## src/rtl/ce_gate.sv

```systemverilog
module ce_gate #(
  parameter int HOLD_TICKS = 12
) (
  input  logic clk,
  input  logic rst_n,
  input  logic ce_in_n,
  input  logic rst_act,
  input  logic bkup_act,
  input  logic tick_us,
  output logic ce_out_n
);
  localparam int CW = (HOLD_TICKS < 2) ? 1 : $clog2(HOLD_TICKS);
  localparam logic [CW-1:0] LAST = CW'(HOLD_TICKS - 1);

  typedef enum logic [1:0] {PASS, HOLD, BLOCK} st_t;

  st_t st, st_nx;
  logic [CW-1:0] cnt, cnt_nx;

  always_comb begin
    st_nx  = st;
    cnt_nx = cnt;
    unique case (st)
      PASS: begin
        cnt_nx = '0;
        if (rst_act) st_nx = (!ce_in_n && !bkup_act) ? HOLD : BLOCK;
      end
      HOLD: begin
        if (!rst_act)                     st_nx = PASS;
        else if (ce_in_n || bkup_act)     st_nx = BLOCK;
        else if (tick_us && cnt == LAST)  st_nx = BLOCK;
        else if (tick_us)                 cnt_nx = cnt + 1'b1;
      end
      BLOCK: if (!rst_act) st_nx = PASS;
      default: st_nx = PASS;
    endcase
  end

  always_ff @(posedge clk or negedge rst_n)
    if (!rst_n) begin
      st  <= PASS;
      cnt <= '0;
    end else begin
      st  <= st_nx;
      cnt <= cnt_nx;
    end

  assign ce_out_n = bkup_act | ce_in_n | (rst_act & (st == BLOCK));
endmodule


```

## config.mk

```make
export PLATFORM = sky130hd
export DESIGN_NAME = ce_gate
export DESIGN_NICKNAME = d
export VERILOG_FILES = /design/src/rtl/ce_gate.sv
export SDC_FILE = /design/constraint.sdc
export NUM_CORES = 1
export LEC_CHECK = 0
export ABC_AREA = 1
export BUFFER_PORTS_ARGS = -buffer_cell sky130_fd_sc_hd__buf_4
export CAP_MARGIN = 20
export CORE_AREA = 10 10 47 49
export CTS_BUF_LIST = sky130_fd_sc_hd__clkbuf_2
export DETAILED_ROUTE_END_ITERATION = 8
export DIE_AREA = 0 0 57 59
export GPL_ROUTABILITY_DRIVEN = 0
export GPL_TIMING_DRIVEN = 0
export PLACE_DENSITY_LB_ADDON = 0.08
export RECOVER_POWER = 100
export SLEW_MARGIN = 20
export SYNTH_ARGS = -nofsm -noshare
export SYNTH_HDL_FRONTEND = slang
export SYNTH_SLANG_ARGS = --single-unit
export TNS_END_PERCENT = 100
```

## constraint.sdc

```tcl
create_clock -name clk -period 2.3 [get_ports clk]
set_input_delay 0.115 -clock clk [delete_from_list [all_inputs] [get_ports clk]]
set_output_delay 0.115 -clock clk [all_outputs]
set_load 0.05 [all_outputs]
```

=== Word level (Yosys, flattened, before mapping) ===
Cells that the tools add are included.

* Reductions and logical operators: 9
* Bitwise operators: 3
* Add/sub/neg operators: 1
* Eq/ne operators: 10
* Multiplexer cells: 12

{| class="wikitable"
|+ Operator list
! operator !! count
|-
| $mux W4 || 4
|-
| $mux W2 || 6
|-
| $ne A2 B2 Y1 const B || 6
|-
| $pmux W4 S2 || 1
|-
| $pmux W2 S3 || 1
|-
| $reduce_and A5 Y1 || 1
|-
| $add A4 B1 Y4 const B || 1
|-
| $eq A4 B4 Y1 const B || 1
|-
| $ne A4 B4 Y1 const B || 1
|-
| $reduce_and A3 Y1 || 1
|-
| $eq A2 B1 Y1 const B || 1
|-
| $eq A2 B2 Y1 const B || 1
|-
| $logic_and A1 B1 Y1 || 2
|-
| $logic_not A1 Y1 || 2
|-
| $logic_not A2 Y1 || 1
|-
| $or A1 B1 Y1 || 2
|-
| $reduce_bool A2 Y1 || 1
|-
| $and A1 B1 Y1 || 1
|-
| $logic_or A1 B1 Y1 || 1
|}

* Bits in registers: 6
* Output and inout bits: 1

=== Longest topological paths before layout ===
Gate-level depths: netlist of run 1.

* Depth in word-level cells: 6
* Gate-level depth with buffers: 7

=== Least setup slack after synthesis of run 1 ===
No wires, ideal clock.

* Path kind: register -> register
* Start point: reg cnt[0]
* End point: reg cnt[2]
* Stages on the path, launching flop included: 6
* Setup time: 0.065 ns
* Path buffers: 0
* Data arrival time: 1.029 ns
* Clock period less this slack: 1.094 ns
* Setup slack: 1.206 ns
* Cells stage by stage: dfrtp_1 -> ha_1 -> or2_1 -> a21oi_2 -> nand2_1 -> nand2_1

* Word-level cells in the longest chain between the ends: 6
* Elaborated cells on any way between the ends: 10

{| class="wikitable"
|+ Ends and longest elaborated chain
! what !! line !! source
|-
| start: declaration || 18 || <nowiki>logic [CW-1:0] cnt, cnt_nx;</nowiki>
|-
| start signal: assignment || 45 || <nowiki>cnt <= cnt_nx;</nowiki>
|-
| $add A4 B1 Y4 || 32 || <nowiki>else if (tick_us) cnt_nx = cnt + 1'b1;</nowiki>
|-
| $mux W4 || 32 ||
|-
| $mux W4 || 31 || <nowiki>else if (tick_us && cnt == LAST) st_nx = BLOCK;</nowiki>
|-
| $mux W4 || 30 || <nowiki>else if (ce_in_n || bkup_act) st_nx = BLOCK;</nowiki>
|-
| $mux W4 || 29 || <nowiki>if (!rst_act) st_nx = PASS;</nowiki>
|-
| $pmux W4 S2 || 23 || <nowiki>unique case (st)</nowiki>
|}

Several ways; a longest one is shown, not always the timed one. The select of a mux whose other input is x is not followed.
A chain may end at the register's enable or synchronous reset.

=== Final worst setup path of run 1 ===
* Start point: reg st[0]
* End point: out ce_out_n

* Word-level cells in the longest chain between the ends: 3

{| class="wikitable"
|+ Ends and longest elaborated chain
! what !! line !! source
|-
| start: declaration || 17 || <nowiki>st_t st, st_nx;</nowiki>
|-
| start signal: assignment || 44 || <nowiki>st <= st_nx;</nowiki>
|-
| $eq A2 B2 Y1 || 48 || <nowiki>assign ce_out_n = bkup_act | ce_in_n | (rst_act & (st == BLOCK));</nowiki>
|-
| $and A1 B1 Y1 || 48 ||
|-
| $or A1 B1 Y1 || 48 ||
|-
| end: declaration || 10 || <nowiki>output logic ce_out_n</nowiki>
|}

Every way passes these cells.

==> results of run 1 <==
-- critical path: cells and delay by family, from the launching register on --
kind | cells | cell delay, ns
AND/OR/NAND/NOR | 2 | 0.18
buffers and inverters | 2 | 0.57
flip-flops | 1 | 0.42
-- layout make-up --
class / count / area (µm²) / area share (%)
Clock buffer: 3 / 15.01 / 3.117
Inverter: 6 / 22.52 / 4.675
Multi-Input combinational cell: 40 / 226.5 / 47.01
Sequential cell: 6 / 150.1 / 31.17
Tap cell: 16 / 20.02 / 4.156
Timing Repair Buffer: 7 / 47.55 / 9.870
-- cells by family (layout without fill, tap and decap cells) --
family | Yosys count | in the layout | share of synthesized area [%]
DFF | 6 | 6 | 37.15
buffers and inverters | 6 | 16 | 5.572
adders and majority gates | 1 | 1 | 3.095
AOI/OAI and AO/OA | 4 | 4 | 5.882
and+or+nand+nor | 35 | 35 | 48.30
-- cells in the mapped netlist (all sizes together) --
library cell  number  area share, %
a21oi              1            2.2
dfrtp              6             37
ha                 1            3.1
inv                6            5.6
nand2             16             19
nand3             10             15
nand3b             1            1.9
nand4              1            1.5
nor2               6            9.3
o21ai              3            3.7
or2                1            1.5
-- timing repair --
item,in CTS,in global routing
hold endpoints to repair,6,0
endpoints found under the setup margin,0,0
hold buffers,1,0
-- metal layers --
metal,vias to the layer above,global-route usage [%],wire length [µm]
li1,194,-,-
met1,143,5.897,390
met2,5,6.977,332
met3,2,1.717,44
met4,0,6.040,9
met5,-,0,0
-- power groups by stage --
stage / clock network (mW) / logic (mW) / registers (mW)
2_1_floorplan: 0 / 0.105 / 0.137
3_3_place_gp: 0 / 0.136 / 0.142
3_5_place_dp: 0 / 0.134 / 0.140
4_1_cts: 0.0748 / 0.136 / 0.138
5_1_grt: 0.0807 / 0.145 / 0.141
6_report: 0.0691 / 0.127 / 0.139
-- registers in the layout (all words and copies together) (netlist names) --
name  count
cnt       4
st        2
-- path summary, 6_finish.rpt --
kind | startpoint | end | slack (ns) | depth (start not counted)
setup / recovery | st[0] | ce_out_n | 0.80 | 4
hold / removal | ce_in_n | st[0] | 0.22 | 4
setup reg to reg | cnt[0] | cnt[3] | 1.07 | 6
hold reg to reg | cnt[1] | cnt[1] | 0.54 | 2
max in group asynchronous | rst_n | cnt[0] | 1.77 | 2
min in group asynchronous | rst_n | cnt[1] | 0.29 | 2
-- metrics by stage --
| step | power [mW] | std cells | worst slack, ns | utilization (%) |
|---|---|---|---|---|
| after global routing | 0.3665 | 78 | 0.7030 | 34.38 |
| after CTS | 0.3492 | 78 | 1.046 | 35.27 |
| after floorplan | 0.2422 | 52 | 1.206 | - |
| after global placement | 0.2775 | 74 | 1.087 | 33.48 |
| after detailed placement | 0.2743 | 74 | 1.122 | 33.48 |
| final | 0.3346 | 78 | 0.8025 | 34.38 |
==> Flow_metrics.wiki, run 1 <==
{| class="wikitable"
! Metric !! Value
|-
| Category of the worst setup path launch point || flop
|-
| Synthesized area || 404.1 µm²
|-
| Depth of the CTS H-tree || 1
|-
| Critical Path Sink Type || primary output
|-
| Final hold violations || 0
|-
| Number of register bits inferred by synthesis || 6
|-
| Violation count after the first detailed-routing iteration || 4
|-
| Crit-path slowest cell || sky130_fd_sc_hd__clkbuf_1
|-
| Data required time of the critical path || 2.18 ns
|-
| F_max || 667.8 MHz
|-
| Max_cap viols || 0
|-
| Slew HR || 60.47%
|-
| Post-route design area || 481.7 µm²
|-
| Total of endpoints with negative setup slack in the final report || 0
|-
| Post-place instance area || 469.2 µm²
|-
| Class of the most critical setup path || reg -> out
|-
| Netlist cell types || 16
|-
| Maximum number of pins on one net before global-route repair || 8
|-
| Final setup skew || 0.004870 ns
|-
| Number of port buffers || 6
|-
| Library cell used as clock root buffer || sky130_fd_sc_hd__clkbuf_2
|-
| Sum of net half-perimeters after detailed placement || 648.9 µm
|-
| Area of the die || 3363 µm²
|-
| Switch Pwr || 0.1354 mW
|-
| Aggregate global routing overflow || 0
|-
| Static leakage || 0.2284 nW
|-
| Hold crit path type || in -> reg
|-
| Most common library cell in the layout ignoring fill and taps || sky130_fd_sc_hd__nand2_1
|-
| Highest net fanout along the worst path || 4
|-
| 1st-pass router iterations || 4
|-
| Accumulated negative setup slack || 0 ns
|-
| Maximum buffer depth of the clock tree || 2
|-
| Width of the die || 57 µm
|-
| Minimum clock period || 1.498 ns
|-
| Sequential share of the synthesized area || 37.15%
|-
| Number of DRC violations after detailed routing || 0
|-
| Worst path arrival time || 1.38 ns
|-
| Post CTS Setup Buffer Count || 0
|-
| Resized Gates After CTS || 0
|-
| Number of vias per cell || 4.410
|-
| Clk pin slew, worst setup/hold paths || 0.06 ns
|-
| Cell internal pwr || 0.1992 mW
|-
| Number of nets in the synthesized netlist || 59
|-
| Clock tree from TritonCTS || built
|-
| Routed wirelength normalized by instance count || 9.962 µm
|-
| Flop pwr share || 41.5%
|-
| Delay contributed by the slowest stage of the critical path || 0.46 ns
|-
| Initial antenna violation count || 0
|-
| Vias in the first global route || 332
|-
| TritonCTS sink count || 6
|-
| Sequence of cells on the critical path || inv_2 > nand3_1 > nand2_1 > clkbuf_1
|-
| All-layer global routing usage || 5.211%
|-
| Diodes inserted || 0
|-
| Unrepaired setup endpoints after global routing || false
|-
| Worst hold margin || 0.2216 ns
|-
| Io pins || 7
|-
| Maximum vdd ir drop || 397.5 µV
|-
| Die Y-Extent || 59 µm
|-
| Synthesized area per cell || 7.772 µm²
|-
| Final #Nets || 71
|-
| Layout Area Growth over Synthesis || 19.19%
|-
| Number of warnings issued by yosys || 0
|-
| Fraction of power spent switching nets || 40.46%
|-
| Number of pins exceeding their max-slew limit in the final report || 0
|-
| Run status || complete, no violations
|-
| Global-route wire length before repair || 1.352 mm
|-
| Worst-margin pin slew || 0.5954 ns
|-
| Area of the core || 1401 µm²
|-
| Number of nets still failing antenna checks after routing || 0
|-
| Number of buffers inserted during clock tree synthesis || 3
|-
| Final period utilization || 65.11%
|-
| Initial Util || 28.84%
|-
| Syn Inst Count || 52
|-
| Fraction of layout cells with a size suffix above 1 || 24.19%
|-
| Most frequent cells in the layout || 14 x sky130_fd_sc_hd__nand2_1, 9 x sky130_fd_sc_hd__nand3_1, 6 x sky130_fd_sc_hd__dfrtp_1
|-
| Total number of vias || 344
|-
| Clk Latency, worst-skew pair || 0.21 ns
|-
| Combinational power share || 37.9%
|-
| Filler cells || 173
|-
| Cell Rows || 14
|-
| Portion of total power attributed to the clock network || 20.7%
|-
| P per Cell Area || 694.6 nW/µm²
|-
| Final Routed Wirelength || 777 µm
|}
Power figures use the tool's default switching activity.
==> run 2, diff against run 1 <==
clock period = 1.3 ns   (was 2.3 ns; I/O delays follow)
==> Flow_metrics.wiki, run 2 (synthesis results as in run 1) <==
{| class="wikitable"
! Metric !! Value
|-
| Crit-path slowest cell || sky130_fd_sc_hd__dfrtp_1
|-
| P per Cell Area || 1227 nW/µm²
|-
| Worst-margin pin slew || 0.3071 ns
|-
| Clk Latency, worst-skew pair || 0.21 ns
|-
| Run status || complete, no violations
|-
| Cell depth of the worst flop-to-flop path || 5
|-
| WHS Path Cells || 4
|-
| Met1 track utilization from global routing || 5.897%
|-
| Clock tree from TritonCTS || built
|-
| Total number of vias || 343
|-
| All-layer global routing usage || 5.211%
|-
| Met3 Resource Use GR || 1.717%
|-
| Minimum clock period || 1.188 ns
|-
| Delay contributed by the slowest stage of the critical path || 0.41 ns
|-
| Area of the die || 3363 µm²
|-
| Sum of net half-perimeters after detailed placement || 648.9 µm
|-
| Routed wirelength normalized by instance count || 9.962 µm
|-
| Registers with the highest flip-flop counts || cnt x4, st x2
|-
| Number of port buffers || 6
|-
| Most frequent cells in the layout || 12 x sky130_fd_sc_hd__nand2_1, 9 x sky130_fd_sc_hd__nand3_1, 6 x sky130_fd_sc_hd__dfrtp_1, 5 x sky130_fd_sc_hd__buf_4
|-
| Maximum buffer depth of the clock tree || 2
|-
| Class of the most critical setup path || reg -> reg
|-
| Vias in the first global route || 332
|-
| Diodes inserted || 0
|-
| Resized Gates After CTS || 0
|-
| Top delay family on crit path || flip-flops
|-
| Maximum vdd ir drop || 710.7 µV
|-
| Accumulated negative setup slack || 0 ns
|-
| Cell Rows || 14
|-
| Global-route wire length before repair || 1.352 mm
|-
| Final period utilization || 91.36%
|-
| Worst path arrival time || 1.34 ns
|-
| Clk pin slew, worst setup/hold paths || 0.06 ns
|-
| Worst path depth || 5
|-
| Flip-flop count of the largest register after layout || 4
|-
| Final setup skew || 0.004870 ns
|-
| Critical Path Sink Type || flop
|-
| Slew HR || 79.52%
|-
| Library cell used as clock root buffer || sky130_fd_sc_hd__clkbuf_2
|-
| Sequence of cells on the critical path || ha_1 > or2_1 > a21oi_2 > nand2_1 > nand2_1
|-
| Number of buffers inserted during clock tree synthesis || 3
|-
| Post CTS Setup Buffer Count || 0
|-
| Most repeated library cell on the critical path || sky130_fd_sc_hd__nand2_1
|-
| Max_cap viols || 0
|-
| Number of DRC violations after detailed routing || 0
|-
| Most common library cell in the layout ignoring fill and taps || sky130_fd_sc_hd__nand2_1
|-
| Final Routed Wirelength || 777 µm
|-
| Number of pins exceeding their max-slew limit in the final report || 0
|-
| Number of vias per cell || 4.397
|-
| Width of the die || 57 µm
|-
| Static leakage || 0.2321 nW
|-
| Maximum number of pins on one net before global-route repair || 8
|-
| Final hold violations || 0
|-
| TritonCTS sink count || 6
|-
| Violation count after the first detailed-routing iteration || 4
|-
| Total of endpoints with negative setup slack in the final report || 0
|-
| 1st-pass router iterations || 4
|-
| Busiest grt layer || met2
|-
| Final WS setup || 0.1123 ns
|-
| Hold crit path type || in -> reg
|-
| F_max || 842.0 MHz
|-
| Die Y-Extent || 59 µm
|-
| Number of nets still failing antenna checks after routing || 0
|-
| Unrepaired setup endpoints after global routing || false
|-
| Area of the core || 1401 µm²
|-
| Worst Setup Slack post-DPL || 0.1224 ns
|-
| Final #Nets || 71
|-
| Depth of the CTS H-tree || 1
|-
| Highest net fanout along the worst path || 4
|-
| Category of the worst setup path launch point || flop
|-
| Count of buffering cells on the critical path with inverters included || 0
|-
| Met2 usage || 6.977%
|-
| Aggregate global routing overflow || 0
|-
| Io pins || 7
|-
| Initial antenna violation count || 0
|-
| Initial Util || 28.84%
|-
| Data required time of the critical path || 1.45 ns
|-
| Fraction of layout cells with a size suffix above 1 || 29.03%
|-
| Layout Area Growth over Synthesis || 21.36%
|-
| Biggest register || cnt
|}
[run 2: changes by cell type in the layout (fill, tap and decap cells not counted), sizes merged]
cell	before	now
clkbuf	5	4
buf	4	5
[run 2: report_power, final]
part	switching (mW)	internal, mW
Clock	0.0599	0.0624
Combinational	0.153	0.0809
Sequential	0.0296	0.216
[run 2: through the flow]
step	hold slack [ns]	cell area, µm²	cells	power (mW)	util [%]
final	0.1716	490.5	78	0.6019	35.00
after global routing	0.1727	490.5	78	0.6579	35.00
after CTS	0.1404	494.2	78	0.6177	35.27
after detailed placement	-0.1258	469.2	74	0.4854	33.48
after global placement	-0.1245	469.2	74	0.4909	33.48
after floorplan	-0.2306	404.1	52	0.4286	-
[run 2: routing by layer]
metal	up-vias	wire length (µm)
li1	194	-
met1	142	390
met2	5	332
met3	2	44
met4	0	9
met5	-	0
[run 2: worst min-delay path, cell delays in order]
cell and delay (ns):
sky130_fd_sc_hd__buf_4 0.09, sky130_fd_sc_hd__nor2_4 0.04, sky130_fd_sc_hd__nand3_1 0.06, sky130_fd_sc_hd__o21ai_0 0.08
[run 2: final timing paths]
path | from | endpoint | slack [ns]
hold / removal | ce_in_n | st[0] | 0.17
max in group asynchronous | rst_n | cnt[0] | 0.82
hold reg to reg | cnt[1] | cnt[1] | 0.54
setup / recovery | cnt[0] | cnt[2] | 0.11
setup reg to reg | cnt[0] | cnt[2] | 0.11
min in group asynchronous | rst_n | cnt[1] | 0.24
[run 2: cell type report]
| type | count | area (µm²) |
|---|---|---|
| Clock buffer | 3 | 15.01 |
| Timing Repair Buffer | 7 | 51.30 |
| Fill cell | 172 | 910.9 |
| Inverter | 6 | 22.52 |
| Sequential cell | 6 | 150.1 |
| Tap cell | 16 | 20.02 |
| Multi-Input combinational cell | 40 | 231.5 |
[run 2: repair_timing]
action | 4_1_cts | 5_1_grt
hold endpoints to repair | 6 | 0
hold buffers | 1 | 0
endpoints found under the setup margin | 0 | 0
==> run 3, diff against run 2 <==
GPL_TIMING_DRIVEN = 1   (was 0)
SKIP_LAST_GASP = 1   (was unset)
==> Flow_metrics.wiki, run 3 (synthesis results as in run 1) <==
{| class="wikitable"
! Metric !! Value
|-
| Run status || complete, no violations
|-
| Area of the core || 1401 µm²
|-
| Sum of net half-perimeters after detailed placement || 642.7 µm
|-
| Final WS setup || 0.1019 ns
|-
| Number of vias per cell || 4.436
|-
| F_max || 834.7 MHz
|-
| Final Routed Wirelength || 763 µm
|-
| Cell depth of the worst flop-to-flop path || 6
|-
| Maximum vdd ir drop || 537.3 µV
|-
| Flip-flop count of the largest register after layout || 4
|-
| Accumulated negative setup slack || 0 ns
|-
| Data required time of the critical path || 1.39 ns
|-
| Cell Rows || 14
|-
| Total number of vias || 346
|-
| Fraction of layout cells with a size suffix above 1 || 29.03%
|-
| Number of nets still failing antenna checks after routing || 0
|-
| Resized Gates After CTS || 0
|-
| Global-route wire length before repair || 1.331 mm
|-
| Crit-path slowest cell || sky130_fd_sc_hd__dfrtp_1
|-
| Clk Latency, worst-skew pair || 0.21 ns
|-
| Io pins || 7
|-
| Clk pin slew, worst setup/hold paths || 0.05 ns
|-
| Worst path arrival time || 1.29 ns
|-
| Top delay family on crit path || simple AND/OR/NAND/NOR gates
|-
| Post-layout utilization of the core || 35.00%
|-
| Filler cells || 167
|-
| Violation count after the first detailed-routing iteration || 6
|-
| TritonCTS sink count || 6
|-
| Delay contributed by the slowest stage of the critical path || 0.39 ns
|-
| Maximum number of pins on one net before global-route repair || 8
|-
| Minimum clock period || 1.198 ns
|-
| P per Cell Area || 1227 nW/µm²
|-
| Count of buffering cells on the critical path with inverters included || 0
|-
| Reg-to-Reg End || cnt[3]
|-
| Number of pins exceeding their max-slew limit in the final report || 0
|-
| Final period utilization || 92.16%
|-
| Diodes inserted || 0
|-
| Width of the die || 57 µm
|-
| Worst Setup Slack post-DPL || 0.1090 ns
|-
| Final setup skew || 0.001974 ns
|-
| Number of port buffers || 6
|-
| Critical Path Sink Type || flop
|-
| Registers with the highest flip-flop counts || cnt x4, st x2
|-
| Number of buffers inserted during clock tree synthesis || 3
|-
| Number of DRC violations after detailed routing || 0
|-
| Slew HR || 79.47%
|-
| Most frequent cells in the layout || 12 x sky130_fd_sc_hd__nand2_1, 9 x sky130_fd_sc_hd__nand3_1, 6 x sky130_fd_sc_hd__dfrtp_1, 5 x sky130_fd_sc_hd__buf_4
|-
| Worst hold path startpoint || rst_act
|-
| Static leakage || 0.2321 nW
|-
| Sequence of cells on the critical path || ha_1 > nand4_1 > nand2_2 > nand2_2 > nand2_1 > nand2_1
|-
| Most common library cell in the layout ignoring fill and taps || sky130_fd_sc_hd__nand2_1
|-
| Worst-margin pin slew || 0.3079 ns
|-
| Final #Nets || 71
|-
| Routed wirelength normalized by instance count || 9.782 µm
|-
| Initial antenna violation count || 0
|-
| Max_cap viols || 0
|-
| Reg-to-reg critical path startpoint || cnt[0]
|-
| Highest net fanout along the worst path || 5
|-
| Category of the worst setup path launch point || flop
|-
| Class of the most critical setup path || reg -> reg
|-
| All-layer global routing usage || 4.941%
|-
| Maximum buffer depth of the clock tree || 2
|-
| Hold buffers post-CTS || 1
|-
| Die Y-Extent || 59 µm
|-
| Total of endpoints with negative setup slack in the final report || 0
|-
| Depth of the CTS H-tree || 1
|-
| Hold crit path type || in -> reg
|-
| Unrepaired setup endpoints after global routing || false
|-
| Post CTS Setup Buffer Count || 0
|-
| Vias in the first global route || 341
|-
| Hold path endpoint || st[1]
|-
| Layout Area Growth over Synthesis || 21.36%
|-
| Area of the die || 3363 µm²
|-
| Aggregate global routing overflow || 0
|-
| Biggest register || cnt
|-
| Initial Util || 28.84%
|-
| Library cell used as clock root buffer || sky130_fd_sc_hd__clkbuf_2
|-
| 1st-pass router iterations || 4
|-
| Register-to-Register Setup Slack || 0.10 ns
|-
| Final hold violations || 0
|-
| WHS Path Cells || 3
|-
| Clock tree from TritonCTS || built
|}
## run 3: worst max path at each step
stage | start | end | slack [ns] | cells after the start
2_1_floorplan | cnt[0] | cnt[2] | 0.21 | 5
3_3_place_gp | cnt[0] | cnt[3] | 0.11 | 6
3_5_place_dp | cnt[0] | cnt[3] | 0.11 | 6
4_1_cts | st[0] | ce_out_n | 0.1 | 4
5_1_grt | cnt[0] | cnt[2] | 0.01 | 6
6_report | cnt[0] | cnt[3] | 0.10 | 6
## run 3: layout make-up
cell class                 instances  area [µm²]  share of cell area (%)
tap                               16       20.02                   4.082
clock buffer                       3       15.01                   3.061
sequential                         6       150.1                   30.61
inverter                           6       22.52                   4.592
multi-input combinational         40       231.5                   47.19
timing repair buffer               7       51.30                   10.46
## run 3: worst register-to-register path: stages, from the launching register on
cell	delay (ns)
sky130_fd_sc_hd__dfrtp_1	0.39
sky130_fd_sc_hd__ha_1	0.20
sky130_fd_sc_hd__nand4_1	0.16
sky130_fd_sc_hd__nand2_2	0.16
sky130_fd_sc_hd__nand2_2	0.07
sky130_fd_sc_hd__nand2_1	0.06
sky130_fd_sc_hd__nand2_1	0.06
## run 3: power breakdown
| part | switching [mW] | internal (mW) | total (mW) |
|---|---|---|---|
| clock | 0.0562 | 0.0624 | 0.119 |
| sequential | 0.0311 | 0.216 | 0.247 |
| combinational | 0.155 | 0.0813 | 0.236 |
## run 3: per-layer routing
layer  global-route usage, %  routed length [µm]  part of all wire [%]  vias up
met2                   6.667                 320                    42        7
met5                       0                   0                     0        -
met4                   5.034                  10                   1.3        0
met3                   1.502                  36                   4.7        2
li1                        -                   -                     -      189
met1                   5.868                 397                    52      148
## run 3: per-stage QoR
step | instance area [µm²] | hold slack, ns | power (mW) | cells
CTS | 494.2 | 0.1586 | 0.6146 | 78
global placement | 469.2 | -0.1238 | 0.4957 | 74
global route | 490.5 | 0.1893 | 0.6502 | 78
floorplan | 404.1 | -0.2306 | 0.4286 | 52
detailed placement | 469.2 | -0.1257 | 0.4863 | 74
finish | 490.5 | 0.1916 | 0.6020 | 78
